--- src/rtl/pmu_seq_pkg.sv ---
package pmu_seq_pkg;

    typedef enum logic [3:0] {
        ST_POWEROFF,
        ST_EXT_STANDBY,
        ST_STANDBY,
        ST_TURNON_LDOS,
        ST_RESET_DELAY,
        ST_HOLD_WAIT,
        ST_RUNNING,
        ST_BROWNOUT
    } seq_state_e;

    typedef struct packed {
        logic core_ldo;
        logic aux_a;
        logic aux_b;
        logic uv_guard;
        logic backup_chg;
        logic host_rst_n;
    } pwr_ctl_t;

    // Bit positions inside the synchronized input vector
    localparam int unsigned SI_BATT   = 0;
    localparam int unsigned SI_UV     = 1;
    localparam int unsigned SI_OK     = 2;
    localparam int unsigned SI_SAG    = 3;
    localparam int unsigned SI_KEEP   = 4;
    localparam int unsigned SI_WAKE0  = 5;
    localparam int unsigned N_WAKE    = 4;
    localparam int unsigned N_SYNC_IN = SI_WAKE0 + N_WAKE;

    // Wake vector order
    localparam int unsigned WK_KEY = 0;
    localparam int unsigned WK_HF  = 1;
    localparam int unsigned WK_CHG = 2;
    localparam int unsigned WK_ALM = 3;

endpackage

--- src/rtl/pmu_sync.sv ---
module pmu_sync #(
    parameter int unsigned WIDTH  = 1,
    parameter int unsigned STAGES = 2
) (
    input  logic             clk,
    input  logic             arst_n,
    input  logic [WIDTH-1:0] d,
    output logic [WIDTH-1:0] q
);

    for (genvar i = 0; i < WIDTH; i++) begin : g_bit
        logic [STAGES-1:0] chain;
        always_ff @(posedge clk or negedge arst_n) begin
            if (!arst_n) begin
                chain <= '0;
            end else begin
                chain <= {chain[STAGES-2:0], d[i]};
            end
        end
        assign q[i] = chain[STAGES-1];
    end

endmodule

--- src/rtl/pmu_timer.sv ---
module pmu_timer #(
    parameter int unsigned CW = 8
) (
    input  logic          clk,
    input  logic          arst_n,
    input  logic          tick,
    input  logic          load,
    input  logic [CW-1:0] load_val,
    output logic          expired
);

    logic [CW-1:0] cnt_q;

    always_ff @(posedge clk or negedge arst_n) begin
        if (!arst_n) begin
            cnt_q <= '0;
        end else if (load) begin
            cnt_q <= load_val;
        end else if (tick && (cnt_q != '0)) begin
            cnt_q <= cnt_q - 1'b1;
        end
    end

    assign expired = (cnt_q == '0);

endmodule

--- src/rtl/pmu_seq_fsm.sv ---
module pmu_seq_fsm
    import pmu_seq_pkg::*;
#(
    parameter int unsigned CW          = 8,
    parameter int unsigned T_RISE_MS    = 60,
    parameter int unsigned T_RSTDLY_MS  = 40,
    parameter int unsigned T_HOLDACK_MS = 35,
    parameter int unsigned T_BROWN_MS   = 90,
    parameter int unsigned T_HOLDLOW_MS = 35
) (
    input  logic              clk,
    input  logic              arst_n,
    input  logic              batt_ready,
    input  logic              uv_trip,
    input  logic              core_ok,
    input  logic              core_sag,
    input  logic              keepalive,
    input  logic [N_WAKE-1:0] wake,
    input  logic              tmr_expired,
    output logic              tmr_load,
    output logic [CW-1:0]     tmr_val,
    output pwr_ctl_t          ctl,
    output seq_state_e        state_o
);

    seq_state_e        st_q, st_nxt;
    logic [N_WAKE-1:0] wake_q;
    logic              wake_edge;
    logic              ext_supply;

    assign wake_edge  = |(wake & ~wake_q);
    assign ext_supply = wake[WK_HF] | wake[WK_CHG];

    // State register
    always_ff @(posedge clk or negedge arst_n) begin
        if (!arst_n) begin
            st_q <= ST_POWEROFF;
        end else begin
            st_q <= st_nxt;
        end
    end

    // Wake history for edge detection
    always_ff @(posedge clk or negedge arst_n) begin
        if (!arst_n) begin
            wake_q <= '0;
        end else begin
            wake_q <= wake;
        end
    end

    // Next state
    always_comb begin
        st_nxt = st_q;
        unique case (st_q)
            ST_POWEROFF: begin
                if (batt_ready)      st_nxt = ST_STANDBY;
                else if (ext_supply) st_nxt = ST_EXT_STANDBY;
            end
            ST_EXT_STANDBY: begin
                if (batt_ready)       st_nxt = ST_TURNON_LDOS;
                else if (!ext_supply) st_nxt = ST_POWEROFF;
            end
            ST_STANDBY: begin
                if (wake_edge) st_nxt = ST_TURNON_LDOS;
            end
            ST_TURNON_LDOS: begin
                if (uv_trip)          st_nxt = ST_POWEROFF;
                else if (core_ok)     st_nxt = ST_RESET_DELAY;
                else if (tmr_expired) st_nxt = ST_POWEROFF;
            end
            ST_RESET_DELAY: begin
                if (uv_trip)          st_nxt = ST_POWEROFF;
                else if (core_sag)    st_nxt = ST_BROWNOUT;
                else if (tmr_expired) st_nxt = ST_HOLD_WAIT;
            end
            ST_HOLD_WAIT: begin
                if (uv_trip)          st_nxt = ST_POWEROFF;
                else if (core_sag)    st_nxt = ST_BROWNOUT;
                else if (keepalive)   st_nxt = ST_RUNNING;
                else if (tmr_expired) st_nxt = ST_POWEROFF;
            end
            ST_RUNNING: begin
                if (!keepalive && tmr_expired) st_nxt = ST_POWEROFF;
            end
            ST_BROWNOUT: begin
                if (uv_trip)                  st_nxt = ST_POWEROFF;
                else if (core_ok && !core_sag) st_nxt = ST_RESET_DELAY;
                else if (tmr_expired)          st_nxt = ST_POWEROFF;
            end
            default: st_nxt = ST_POWEROFF;
        endcase
    end

    // Timer reload: on every state entry, and while keep-alive holds in RUNNING
    always_comb begin
        tmr_load = (st_nxt != st_q) || ((st_q == ST_RUNNING) && keepalive);
        unique case (st_nxt)
            ST_TURNON_LDOS: tmr_val = CW'(T_RISE_MS);
            ST_RESET_DELAY: tmr_val = CW'(T_RSTDLY_MS);
            ST_HOLD_WAIT:   tmr_val = CW'(T_HOLDACK_MS);
            ST_BROWNOUT:    tmr_val = CW'(T_BROWN_MS);
            ST_RUNNING:     tmr_val = CW'(T_HOLDLOW_MS);
            default:        tmr_val = '0;
        endcase
    end

    // Outputs
    always_comb begin
        ctl = '{core_ldo: 1'b0, aux_a: 1'b0, aux_b: 1'b0,
                uv_guard: 1'b1, backup_chg: 1'b0, host_rst_n: 1'b0};
        unique case (st_q)
            ST_POWEROFF, ST_EXT_STANDBY: ;
            ST_STANDBY: ctl.backup_chg = 1'b1;
            ST_TURNON_LDOS, ST_RESET_DELAY, ST_BROWNOUT: begin
                ctl.core_ldo   = 1'b1;
                ctl.aux_a      = 1'b1;
                ctl.aux_b      = 1'b1;
                ctl.backup_chg = 1'b1;
            end
            ST_HOLD_WAIT, ST_RUNNING: begin
                ctl.core_ldo   = 1'b1;
                ctl.aux_a      = 1'b1;
                ctl.aux_b      = 1'b1;
                ctl.backup_chg = 1'b1;
                ctl.host_rst_n = 1'b1;
            end
            default: ;
        endcase
    end

    assign state_o = st_q;

endmodule

--- src/rtl/pmu_seq_top.sv ---
module pmu_seq_top
    import pmu_seq_pkg::*;
#(
    parameter int unsigned SYNC_STAGES  = 2,
    parameter int unsigned T_RISE_MS    = 60,
    parameter int unsigned T_RSTDLY_MS  = 40,
    parameter int unsigned T_HOLDACK_MS = 35,
    parameter int unsigned T_BROWN_MS   = 90,
    parameter int unsigned T_HOLDLOW_MS = 35
) (
    input  logic clk,
    input  logic batt_above_por,
    input  logic batt_ready,
    input  logic uv_trip,
    input  logic core_ok,
    input  logic core_sag,
    input  logic wake_key,
    input  logic wake_handsfree,
    input  logic wake_charger,
    input  logic wake_alarm,
    input  logic host_keepalive,
    input  logic tick_1ms,
    output logic core_ldo_en,
    output logic aux_ldo_a_en,
    output logic aux_ldo_b_en,
    output logic uv_guard_en,
    output logic backup_chg_en,
    output logic host_rst_n
);

    localparam int unsigned T_MAX_A = (T_RISE_MS > T_RSTDLY_MS) ? T_RISE_MS : T_RSTDLY_MS;
    localparam int unsigned T_MAX_B = (T_HOLDACK_MS > T_BROWN_MS) ? T_HOLDACK_MS : T_BROWN_MS;
    localparam int unsigned T_MAX_C = (T_MAX_A > T_MAX_B) ? T_MAX_A : T_MAX_B;
    localparam int unsigned T_MAX   = (T_MAX_C > T_HOLDLOW_MS) ? T_MAX_C : T_HOLDLOW_MS;
    localparam int unsigned CW      = $clog2(T_MAX + 1);

    logic [N_SYNC_IN-1:0] raw_in, syn_in;
    logic [N_WAKE-1:0]    wake_s;
    logic                 batt_s, uv_s, ok_s, sag_s, keep_s;
    logic                 tmr_load, tmr_exp;
    logic [CW-1:0]        tmr_val;
    pwr_ctl_t             ctl;
    seq_state_e           st_w;

    always_comb begin
        raw_in                  = '0;
        raw_in[SI_BATT]         = batt_ready;
        raw_in[SI_UV]           = uv_trip;
        raw_in[SI_OK]           = core_ok;
        raw_in[SI_SAG]          = core_sag;
        raw_in[SI_KEEP]         = host_keepalive;
        raw_in[SI_WAKE0+WK_KEY] = wake_key;
        raw_in[SI_WAKE0+WK_HF]  = wake_handsfree;
        raw_in[SI_WAKE0+WK_CHG] = wake_charger;
        raw_in[SI_WAKE0+WK_ALM] = wake_alarm;
    end

    pmu_sync #(.WIDTH(N_SYNC_IN), .STAGES(SYNC_STAGES)) u_sync (
        .clk    (clk),
        .arst_n (batt_above_por),
        .d      (raw_in),
        .q      (syn_in)
    );

    assign batt_s = syn_in[SI_BATT];
    assign uv_s   = syn_in[SI_UV];
    assign ok_s   = syn_in[SI_OK];
    assign sag_s  = syn_in[SI_SAG];
    assign keep_s = syn_in[SI_KEEP];
    assign wake_s = syn_in[SI_WAKE0 +: N_WAKE];

    pmu_timer #(.CW(CW)) u_timer (
        .clk      (clk),
        .arst_n   (batt_above_por),
        .tick     (tick_1ms),
        .load     (tmr_load),
        .load_val (tmr_val),
        .expired  (tmr_exp)
    );

    pmu_seq_fsm #(
        .CW           (CW),
        .T_RISE_MS    (T_RISE_MS),
        .T_RSTDLY_MS  (T_RSTDLY_MS),
        .T_HOLDACK_MS (T_HOLDACK_MS),
        .T_BROWN_MS   (T_BROWN_MS),
        .T_HOLDLOW_MS (T_HOLDLOW_MS)
    ) u_fsm (
        .clk         (clk),
        .arst_n      (batt_above_por),
        .batt_ready  (batt_s),
        .uv_trip     (uv_s),
        .core_ok     (ok_s),
        .core_sag    (sag_s),
        .keepalive   (keep_s),
        .wake        (wake_s),
        .tmr_expired (tmr_exp),
        .tmr_load    (tmr_load),
        .tmr_val     (tmr_val),
        .ctl         (ctl),
        .state_o     (st_w)
    );

    assign core_ldo_en   = ctl.core_ldo;
    assign aux_ldo_a_en  = ctl.aux_a;
    assign aux_ldo_b_en  = ctl.aux_b;
    assign uv_guard_en   = ctl.uv_guard;
    assign backup_chg_en = ctl.backup_chg;
    assign host_rst_n    = ctl.host_rst_n;

endmodule

--- config.mk ---
export PLATFORM = sky130hd
export DESIGN_NAME = pmu_seq_top
export DESIGN_NICKNAME = d
export VERILOG_FILES = /design/src/rtl/pmu_seq_pkg.sv /design/src/rtl/pmu_sync.sv /design/src/rtl/pmu_timer.sv /design/src/rtl/pmu_seq_fsm.sv /design/src/rtl/pmu_seq_top.sv
export SDC_FILE = /design/constraint.sdc
export NUM_CORES = 1
export LEC_CHECK = 0
export ABC_AREA = 1
export BUFFER_PORTS_ARGS = -buffer_cell sky130_fd_sc_hd__clkbuf_2
export CORE_MARGIN = 2
export CORE_UTILIZATION = 50
export DETAILED_ROUTE_END_ITERATION = 12
export PLACE_DENSITY_LB_ADDON = 0.12
export SETUP_SLACK_MARGIN = 0.05
export SYNTH_ARGS = -nofsm -noshare
export SYNTH_HDL_FRONTEND = slang
export SYNTH_SLANG_ARGS = --single-unit
--- constraint.sdc ---
create_clock -name clk -period 2.4 [get_ports clk]
set_input_delay 0.24 -clock clk [delete_from_list [all_inputs] [get_ports clk]]
set_output_delay 0.24 -clock clk [all_outputs]
set_load 0.01 [all_outputs]
== Word-level counts from Yosys, hierarchy flattened ==
Index checks and enable logic that the tools add are counted.

* Register bits after elaboration: 33
* Input bits: 12
* Output and inout port bits: 6
* Logic and storage cells: 69

* Add/subtract/negate cells: 1
* Eq/ne operators: 13
* Mux-type cells: 24
* Bitwise logic cells: 3
* Reduce and logical (&&, ||, !) cells: 16

{| class="wikitable"
|+ Operator list
! cell !! count
|-
| 4-bit two-way mux || 17
|-
| 4-bit by 3-bit equality test with 1-bit output (second input constant) || 8
|-
| 4-bit case mux with 8 select lines || 1
|-
| 7-bit case mux with 4 select lines || 1
|-
| 7-bit two-way mux || 2
|-
| 4-bit by 2-bit equality test with 1-bit output (second input constant) || 3
|-
| 7-bit logical NOT || 1
|-
| 7-bit nonzero test || 1
|-
| 7-bit by 1-bit subtractor with 7-bit output (second input constant) || 1
|-
| 6-bit OR reduction || 1
|-
| 5-bit OR reduction || 1
|-
| 4-bit bitwise AND || 1
|-
| 4-bit by 1-bit equality test with 1-bit output (second input constant) || 1
|-
| 1-bit logical AND || 4
|-
| 4-bit logical NOT || 1
|-
| 4-bit inequality test || 1
|-
| 4-bit inverter || 1
|-
| 2-bit OR reduction || 2
|-
| 4-bit OR reduction || 1
|-
| 3-bit two-way mux || 1
|-
| 1-bit logical NOT || 2
|-
| 1-bit two-way mux || 2
|-
| 2-bit nonzero test || 1
|-
| 1-bit logical OR || 1
|-
| 1-bit OR || 1
|}

== Depth between registers and ports, before layout ==
Gate-level depths: netlist (run 1).

* Depth in word-level cells: 10
* Depth in mapped cells: 17
* Mapped depth without buffers: 17

== Modules after synthesis ==
From an unflattened synthesis (run 1), not the netlist that was laid out.

* Cells, all modules: 233
* Area total of the unflattened synthesis: 1,799.2 um^2

{| class="wikitable"
|+ Modules (own cells, without submodules)
! module !! times used !! cells an instance !! area each (um^2) !! seq. area each (um^2)
|-
| pmu_seq_fsm || 1 || 131 || 795.8 || 200.2
|-
| pmu_sync || 1 || 27 || 518.0 || 450.4
|-
| pmu_timer || 1 || 75 || 485.5 || 175.2
|}

== Least setup slack after synthesis (run 1) ==
OpenSTA, ideal clock, no wires.

* Path type: reg-to-reg
* Start point: register u_timer.cnt_q[0]
* End point: register u_timer.cnt_q[5]
* Setup time: 118 ps
* Data arrival time: 1,766 ps
* Data required time: 2,282 ps
* Setup slack: 516 ps
* Stages on the path, launching flop included: 14
* Path buffers: 0
* Clock period less this slack: 1,884 ps
* Cells stage by stage: dfrtp_1 inv_1 ha_1 inv_1 nor2_1 nand3_2 nand2_1 nand2_2 nor2_4 a21oi_1 nor2_4 nand4_1 nor2_1 nor2_1

* Cells in the longest elaborated chain, start to end: 10
* Elaborated cells between the ends (all ways): 30
* Classes of those cells: add/sub: 1; eq/ne: 6; mux: 16; reduce/logical: 7

{| class="wikitable"
|+ Ends and longest elaborated chain
! item !! line !! text
|-
| from (decl) || pmu_timer.sv:12 || <nowiki>logic [CW-1:0] cnt_q;</nowiki>
|-
| from (signal assigned) || pmu_timer.sv:18 || <nowiki>cnt_q <= load_val;</nowiki>
|-
| from (signal assigned) || pmu_timer.sv:20 || <nowiki>cnt_q <= cnt_q - 1'b1;</nowiki>
|-
| 7-bit logical NOT || pmu_timer.sv:24 || <nowiki>assign expired = (cnt_q == '0);</nowiki>
|-
| 4-bit two-way mux || pmu_seq_fsm.sv:70, pmu_seq_fsm.sv:81, pmu_seq_fsm.sv:89 ||
|-
| 4-bit two-way mux || pmu_seq_fsm.sv:80 || <nowiki>else if (keepalive) st_nxt = ST_RUNNING;</nowiki>
|-
| 4-bit two-way mux || pmu_seq_fsm.sv:79 || <nowiki>else if (core_sag) st_nxt = ST_BROWNOUT;</nowiki>
|-
| 4-bit two-way mux || pmu_seq_fsm.sv:78 || <nowiki>if (uv_trip) st_nxt = ST_POWEROFF;</nowiki>
|-
| 4-bit case mux with 8 select lines || pmu_seq_fsm.sv:55 || <nowiki>unique case (st_q)</nowiki>
|-
| 4-bit by 3-bit equality test with 1-bit output || pmu_seq_fsm.sv:98 || <nowiki>unique case (st_nxt)</nowiki>
|-
| 2-bit OR reduction (no line) || -- ||
|-
| 7-bit case mux with 4 select lines || pmu_seq_fsm.sv:98 ||
|-
| 7-bit two-way mux || pmu_timer.sv:17 || <nowiki>end else if (load) begin</nowiki>
|}

Parallel ways exist; a longest one is shown, timed or not. The select of a mux whose other input is x is not followed.
A chain may end at the register's enable or synchronous reset.

== Worst setup path after layout (run 1) ==
* Start point: register u_timer.cnt_q[0]
* End point: register u_timer.cnt_q[2]

The elaborated chain is that of the path after synthesis.

==> results of run 1 <==
## cell type report
type / count / area [um^2] / share of cell area (%)
clock buffer: 6 / 51.3 / 2.63
clock inverter: 1 / 7.51 / 0.385
inverter: 31 / 116 / 5.97
multi-input combinational: 152 / 772 / 39.6
sequential: 33 / 826 / 42.3
tap: 46 / 57.6 / 2.95
timing repair buffer: 20 / 120 / 6.16
## cell usage in the layout, fill, tap and decap left out
cell type and instances:
clkbuf_8 1, nand4_1 7, nor3_1 1, nand2_2 7, ha_2 1, xnor2_1 2, a21oi_1 8, dfrtp_1 33
conb_1 2, or3_1 1, o21ai_0 4, nand2_1 56, xor2_1 2, o311ai_0 1, nand3_1 26, dlygate4sd3_1 4
inv_2 3, o211ai_1 1, nand3_2 1, inv_1 28, nor2_4 5, nand3_4 1, clkbuf_4 5, nand2_4 2
clkinvlp_4 1, clkbuf_2 16, nor2_1 23, nor2_2 1
## state kept, by name, summed over array words and instances (netlist names)
name,flops
u_timer.cnt_q,7
u_fsm.wake_q,4
u_sync.g_bit.chain,18
u_fsm.state_o,4
## per-layer routing
layer	up-vias	wire (um)	GRT usage [%]
met2	31	1340	27.4
li1	735	-	-
met5	-	0	0
met4	0	40	6.67
met3	5	182	4.50
met1	632	1620	27.2
## final timing paths
check / endpoint / slack [ns] / cells past startpoint
setup / recovery: u_timer.cnt_q[2]$_DFFE_PN0P_ / 0.25 / 14
hold / removal: u_sync.g_bit[2].chain[0]$_DFF_PN0_ / 0.02 / 1
setup reg to reg: u_timer.cnt_q[2]$_DFFE_PN0P_ / 0.25 / 14
hold reg to reg: u_sync.g_bit[3].chain[1]$_DFF_PN0_ / 0.34 / 0
max in group asynchronous: u_timer.cnt_q[3]$_DFFE_PN0P_ / 1.40 / 2
min in group asynchronous: u_sync.g_bit[3].chain[1]$_DFF_PN0_ / 0.51 / 2
## cells by family (layout without fill, tap and decap cells)
logic type	after synthesis	count (layout)
adders and majority gates	1	1
buffers and inverters	35	58
other	2	2
xor gates and xnor gates	4	4
and+or+nand+nor	131	131
AOI/OAI and AO/OA	14	14
DFF	33	33
## repair_timing
action	CTS	global route
hold buffers	1	3
hold endpoints to repair	33	3
resized for setup	0	2
endpoints found under the setup margin	0	7
## critical path, cell delays in order (launching register included)
cell,delay (ns)
dfrtp_1,0.37
inv_1,0.11
ha_2,0.23
inv_1,0.04
nor2_1,0.10
nand3_2,0.15
nand2_1,0.11
nand2_2,0.08
nor2_4,0.10
a21oi_1,0.10
nor2_4,0.19
nand3_4,0.16
nor2_4,0.19
nand2_1,0.07
nand2_1,0.07
## power by group through the flow
stage               Clock (W)  Sequential (W)  Combinational (W)
floorplan                   0        0.000683           0.000542
global placement            0        0.000715           0.000656
detailed placement          0        0.000713           0.000649
CTS                  0.000324        0.000701           0.000655
global route         0.000341        0.000715           0.000783
finish               0.000311        0.000702           0.000677
## stage by stage
stage	worst slack, ns	std cells	power [W]	hold WS, ns	util [%]
2_1_floorplan	0.516	220	0.00123	-0.0556	-
3_3_place_gp	0.272	278	0.00137	0.332	55.3
3_5_place_dp	0.275	278	0.00136	0.336	55.3
4_1_cts	0.256	286	0.00168	0.00247	57.3
5_1_grt	0.0255	289	0.00184	0.00107	58.5
6_report	0.254	289	0.00169	0.0150	58.5
==> flow_metrics.py, run 1 <==
metrics = {
    "status": {
        "outcome": "finished, final reports clean",
    },
    "global_route": {
        "antenna_found_initial": 0,
        "grt_pass1_wl_um": 5820,
        "grt_pass1_vias": 1327,
        "grt_max_degree": 34,
        "grt_overflow": 0,
        "grt.total_usage_pct": 18.8,
    },
    "worst_setup_path": {
        "crit-reg2reg-launch": "u_timer.cnt_q[0]$_DFFE_PN0P_",
        "required_ns": 2.67,
        "critPathLaunch": "u_timer.cnt_q[0]$_DFFE_PN0P_",
        "crit_type": "register to register",
        "cp_max_fo": 9,
        "endpoint_kind": "register",
        "setup.worst_path.start_class": "register",
        "arrival_ns": 2.41,
    },
    "synthesis": {
        "netlist_area_mm2": 0.00174,
        "syn-num-nets": 233,
        "synth_fa_ha_area_share_pct": 0.720,
        "yosysTopAreaCell": "dfrtp_1",
        "ys_warn_count": 0,
        "synth_top_family_by_area": "simple AND/OR/NAND/NOR gates",
        "synth_common_cells": "nand2_1, dfrtp_1, inv_1, nand3_1, nor2_1",
        "synth-edff-count": 0,
        "yosys.area_share.simple_pct": 36.5,
        "ys_types": 24,
        "synth_seq_area_share_pct": 47.6,
        "postSynth.asyncResetShare_pct": 100,
        "synth_top_cell_area_share_pct": 47.6,
        "synthCells": 220,
        "ys.flop_type": "dfrtp_1",
        "yosysMostFrequentCell": "nand2_1",
        "yosys-top-cells-area": "dfrtp_1, nand2_1, nand3_1",
        "synthMuxAreaShare_pct": 0,
        "synthXorXnorAreaFrac_pct": 2.02,
        "ys_seq_elements": 33,
        "avgSynthCellArea_um2": 7.89,
        "synth_compound_area_share_pct": 4.39,
    },
    "min_path": {
        "min-delay-start": "core_ok",
        "hold_class": "input pin to register",
    },
    "clock_tree": {
        "cts_tree": "yes",
        "cts_max_path_buffers": 2,
        "clk_pin_slew_ns": 0.09,
        "post_cts_buffers": 0,
        "cts_made_buffers": 5,
        "cts_htree_levels": 2,
        "clock_sinks": 33,
        "clockRootBuffer": "clkbuf_4",
        "clock_latency_ns": 0.33,
    },
    "floorplanning": {
        "pin_count": 18,
        "die_h_um": 62.9,
        "die_x_um": 62.9,
        "std_cell_rows": 21,
        "die_area_mm2": 0.00396,
        "initial_utilization_pct": 52.0,
        "core-area_mm2": 0.00334,
    },
    "timing": {
        "rsz0062_at_grt": "false",
        "finClkSkew_ns": 0.00836,
        "slew_violations": 0,
        "final_hold_viol_count": 0,
        "max_freq_ghz": 0.466,
        "min_period_ns": 2.15,
        "relSlewSlack_pct": 48.9,
        "post-route-period-util_pct": 89.4,
        "tns_ns": 0,
        "setup_violations": 0,
        "tightest_slew_ns": 0.766,
    },
    "route": {
        "num_vias": 1403,
        "wl_um": 3180,
        "ant_nets": 0,
        "drtIter0Drc": 95,
        "drc": 0,
        "firstDrtPassIters": 4,
        "via_per_inst": 4.85,
        "avgRoutedWirePerCell_um": 11.0,
    },
    "place": {
        "io_buffers": 16,
        "place_area_mm2": 0.00184,
        "place.gp.congestion": 0.917,
        "dp_hpwl_um": 2470,
    },
    "pwr": {
        "pwr-share-comb_pct": 40.0,
        "clock_power_share_pct": 18.4,
        "powerDensity_mw_per_mm2": 866,
        "vdd_drop_max_uv": 461,
        "p_seq_share_pct": 41.5,
        "cell_internal_pwr_w": 0.00101,
        "p_leak_nw": 1.04,
        "p_sw_share_pct": 40.5,
        "power_switching_w": 0.000685,
    },
    "cells_and_area": {
        "n_fill_cell": 320,
        "drive_above_1_share_pct": 18.1,
        "layout.nets": 256,
        "syn2layout_area_growth_pct": 12.3,
        "diodes": 0,
        "final_area_mm2": 0.00195,
    },
    "flow_run": {
        "maxCapViolations": 0,
    },
}
Note: power is estimated with default switching activity, not from simulation.
==> inputs of run 2 (changes only) <==
--- a/config.mk
+++ b/config.mk
@@ -8,3 +8,2 @@
 export ABC_AREA = 1
-export BUFFER_PORTS_ARGS = -buffer_cell sky130_fd_sc_hd__clkbuf_2
 export CORE_MARGIN = 2
@@ -12,2 +11,4 @@
 export DETAILED_ROUTE_END_ITERATION = 12
+export DONT_BUFFER_PORTS = 1
+export HOLD_SLACK_MARGIN = 0.02
 export PLACE_DENSITY_LB_ADDON = 0.12
--- a/constraint.sdc
+++ b/constraint.sdc
@@ -3,2 +3,2 @@
 set_output_delay 0.24 -clock clk [all_outputs]
-set_load 0.01 [all_outputs]
+set_load 0.02 [all_outputs]
==> run 2 against run 1 <==
  * Register-to-register slack got worse by 0.04 ns
  * Maximum frequency decreased by 1.9%
  * Flip-flop and latch count unchanged
  * Critical path depth increased by 1
  * Combinational power increased by 11%
  * Hold slack improved by 0.16 ns
  * Wire length increased by 16%
  * Cell area increased by 3.3%
  * Clock power increased by 35%
  * Global-route usage increased by 1.6 points
  * Sequential power increased by 2%
  * Critical path type unchanged
  * Critical endpoint is now u_timer.cnt_q[4]$_DFFE_PN0P_
  * Largest power group is now combinational logic
  * Highest routed layer unchanged
==> flow_metrics.py, run 2 (synthesized netlist as in run 1, its figures left out) <==
metrics = {
    "flow_run": {
        "maxCapViolations": 0,
    },
    "clock_tree": {
        "cts_tree": "yes",
        "clock_sinks": 33,
        "clk_pin_slew_ns": 0.12,
        "clock_latency_ns": 0.33,
        "clockRootBuffer": "clkbuf_4",
        "cts_max_path_buffers": 2,
        "cts_htree_levels": 2,
        "cts_made_buffers": 5,
    },
    "cells_and_area": {
        "final_area_mm2": 0.00202,
        "top_regs": "u_sync.g_bit.chain x18, u_timer.cnt_q x7",
        "largest_reg_flops": 18,
        "n_fill_cell": 303,
        "layout.nets": 250,
        "drive_above_1_share_pct": 15.5,
        "syn2layout_area_growth_pct": 16.1,
        "diodes": 0,
        "largest_register": "u_sync.g_bit.chain",
        "final_util_pct": 60.4,
        "fin_cells": 284,
        "layout_common_cells": "nand2_1, dfrtp_1, nand3_1, inv_1, nor2_1",
        "final_common_cell": "nand2_1",
    },
    "place": {
        "dp_hpwl_um": 2690,
        "io_buffers": 0,
        "place.gp.congestion": 0.893,
        "dp_cells": 262,
        "place_area_mm2": 0.00176,
    },
    "route": {
        "drtIter0Drc": 78,
        "avgRoutedWirePerCell_um": 12.9,
        "wl_um": 3670,
        "drc": 0,
        "num_vias": 1416,
        "via_per_inst": 4.99,
        "ant_nets": 0,
        "firstDrtPassIters": 4,
    },
    "timing": {
        "tightest_slew_ns": 0.647,
        "slew_violations": 0,
        "rsz0062_at_grt": "false",
        "finClkSkew_ns": 0.0168,
        "relSlewSlack_pct": 56.4,
        "setup_violations": 0,
        "max_freq_ghz": 0.457,
        "min_period_ns": 2.19,
        "post-route-period-util_pct": 91.1,
        "final_hold_viol_count": 0,
        "tns_ns": 0,
    },
    "worst_setup_path": {
        "crit_type": "register to register",
        "required_ns": 2.61,
        "cp_max_fo": 7,
        "endpoint_kind": "register",
        "arrival_ns": 2.40,
        "setup.worst_path.start_class": "register",
    },
    "status": {
        "outcome": "finished, final reports clean",
    },
    "min_path": {
        "hold_class": "input pin to register",
    },
    "global_route": {
        "grt_pass1_wl_um": 6180,
        "grt.total_usage_pct": 20.3,
        "grt_max_degree": 34,
        "grt_pass1_vias": 1379,
        "grt_overflow": 0,
        "antenna_found_initial": 0,
    },
    "floorplanning": {
        "initial_utilization_pct": 52.0,
        "core-area_mm2": 0.00334,
        "die_x_um": 62.9,
        "die_h_um": 62.9,
        "std_cell_rows": 21,
        "pin_count": 18,
        "die_area_mm2": 0.00396,
    },
    "pwr": {
        "vdd_drop_max_uv": 511,
        "powerDensity_mw_per_mm2": 935,
        "p_leak_nw": 1.04,
    },
}
-- run 2: metal layers --
metal | vias up | part of all wire [%] | global-route usage (%)
li1 | 725 | - | -
met1 | 650 | 49 | 27.5
met2 | 35 | 45 | 33.1
met3 | 6 | 4.6 | 3.60
met4 | 0 | 1.2 | 6.67
met5 | - | 0 | 0
-- run 2: final timing paths --
kind	startpoint	endpoint	slack, ns	cells after the start
max	u_timer.cnt_q[1]$_DFFE_PN0P_	u_timer.cnt_q[4]$_DFFE_PN0P_	0.21	15
min	tick_1ms	u_timer.cnt_q[6]$_DFFE_PN0P_	0.17	4
max reg2reg	u_timer.cnt_q[1]$_DFFE_PN0P_	u_timer.cnt_q[4]$_DFFE_PN0P_	0.21	15
min reg2reg	u_sync.g_bit[2].chain[0]$_DFF_PN0_	u_sync.g_bit[2].chain[1]$_DFF_PN0_	0.34	0
max in group asynchronous	batt_above_por	u_timer.cnt_q[3]$_DFFE_PN0P_	1.88	2
min in group asynchronous	batt_above_por	u_fsm.wake_q[1]$_DFF_PN0_	0.34	2
-- run 2: worst max-delay path, stage by stage (launching register included) --
cell     delay, ns
dfrtp_1       0.43
inv_2         0.09
ha_4          0.14
inv_1         0.05
nor2_2        0.08
nand3_2       0.16
nor2_1        0.14
nor2_1        0.05
nand2_2       0.07
nand2_2       0.07
nand2_4       0.09
nand2_1       0.08
nand2_4       0.13
nand4_1       0.24
nand3_1       0.18
nand2_1       0.06
-- run 2: through the flow --
stage | hold slack, ns | setup WS, ns | power [W]
floorplan | -0.0556 | 0.516 | 0.00123
global placement | -0.0550 | 0.252 | 0.00136
detailed placement | -0.0550 | 0.204 | 0.00136
CTS | 0.170 | 0.160 | 0.00182
global route | 0.198 | 0.0442 | 0.00202
finish | 0.171 | 0.213 | 0.00189
-- run 2: report_power, final --
part / total, W / leakage, nW / switching, W / internal (W)
logic: 0.000752 / 0.597 / 0.000478 / 0.000273
clock network: 0.000420 / 0.0414 / 0.000199 / 0.000221
registers: 0.000714 / 0.400 / 0.0000874 / 0.000626
-- run 2: area by class of cell --
type                            count  area, um^2  area share (%)
Clock buffer                        5        37.5            1.86
Clock inverter                      3        46.3            2.30
Inverter                           31         119            5.90
Multi-Input combinational cell    152         787            39.0
Sequential cell                    33         826            41.0
Tap cell                           46        57.6            2.86
Timing Repair Buffer               14         143            7.08
-- run 2: timing repair --
item                                   in CTS  in global routing
resized for setup                           0                  8
setup buffers                               0                  3
endpoints found under the hold margin      42                  0
setup endpoints to repair                   0                  6
hold buffers                               11                  0
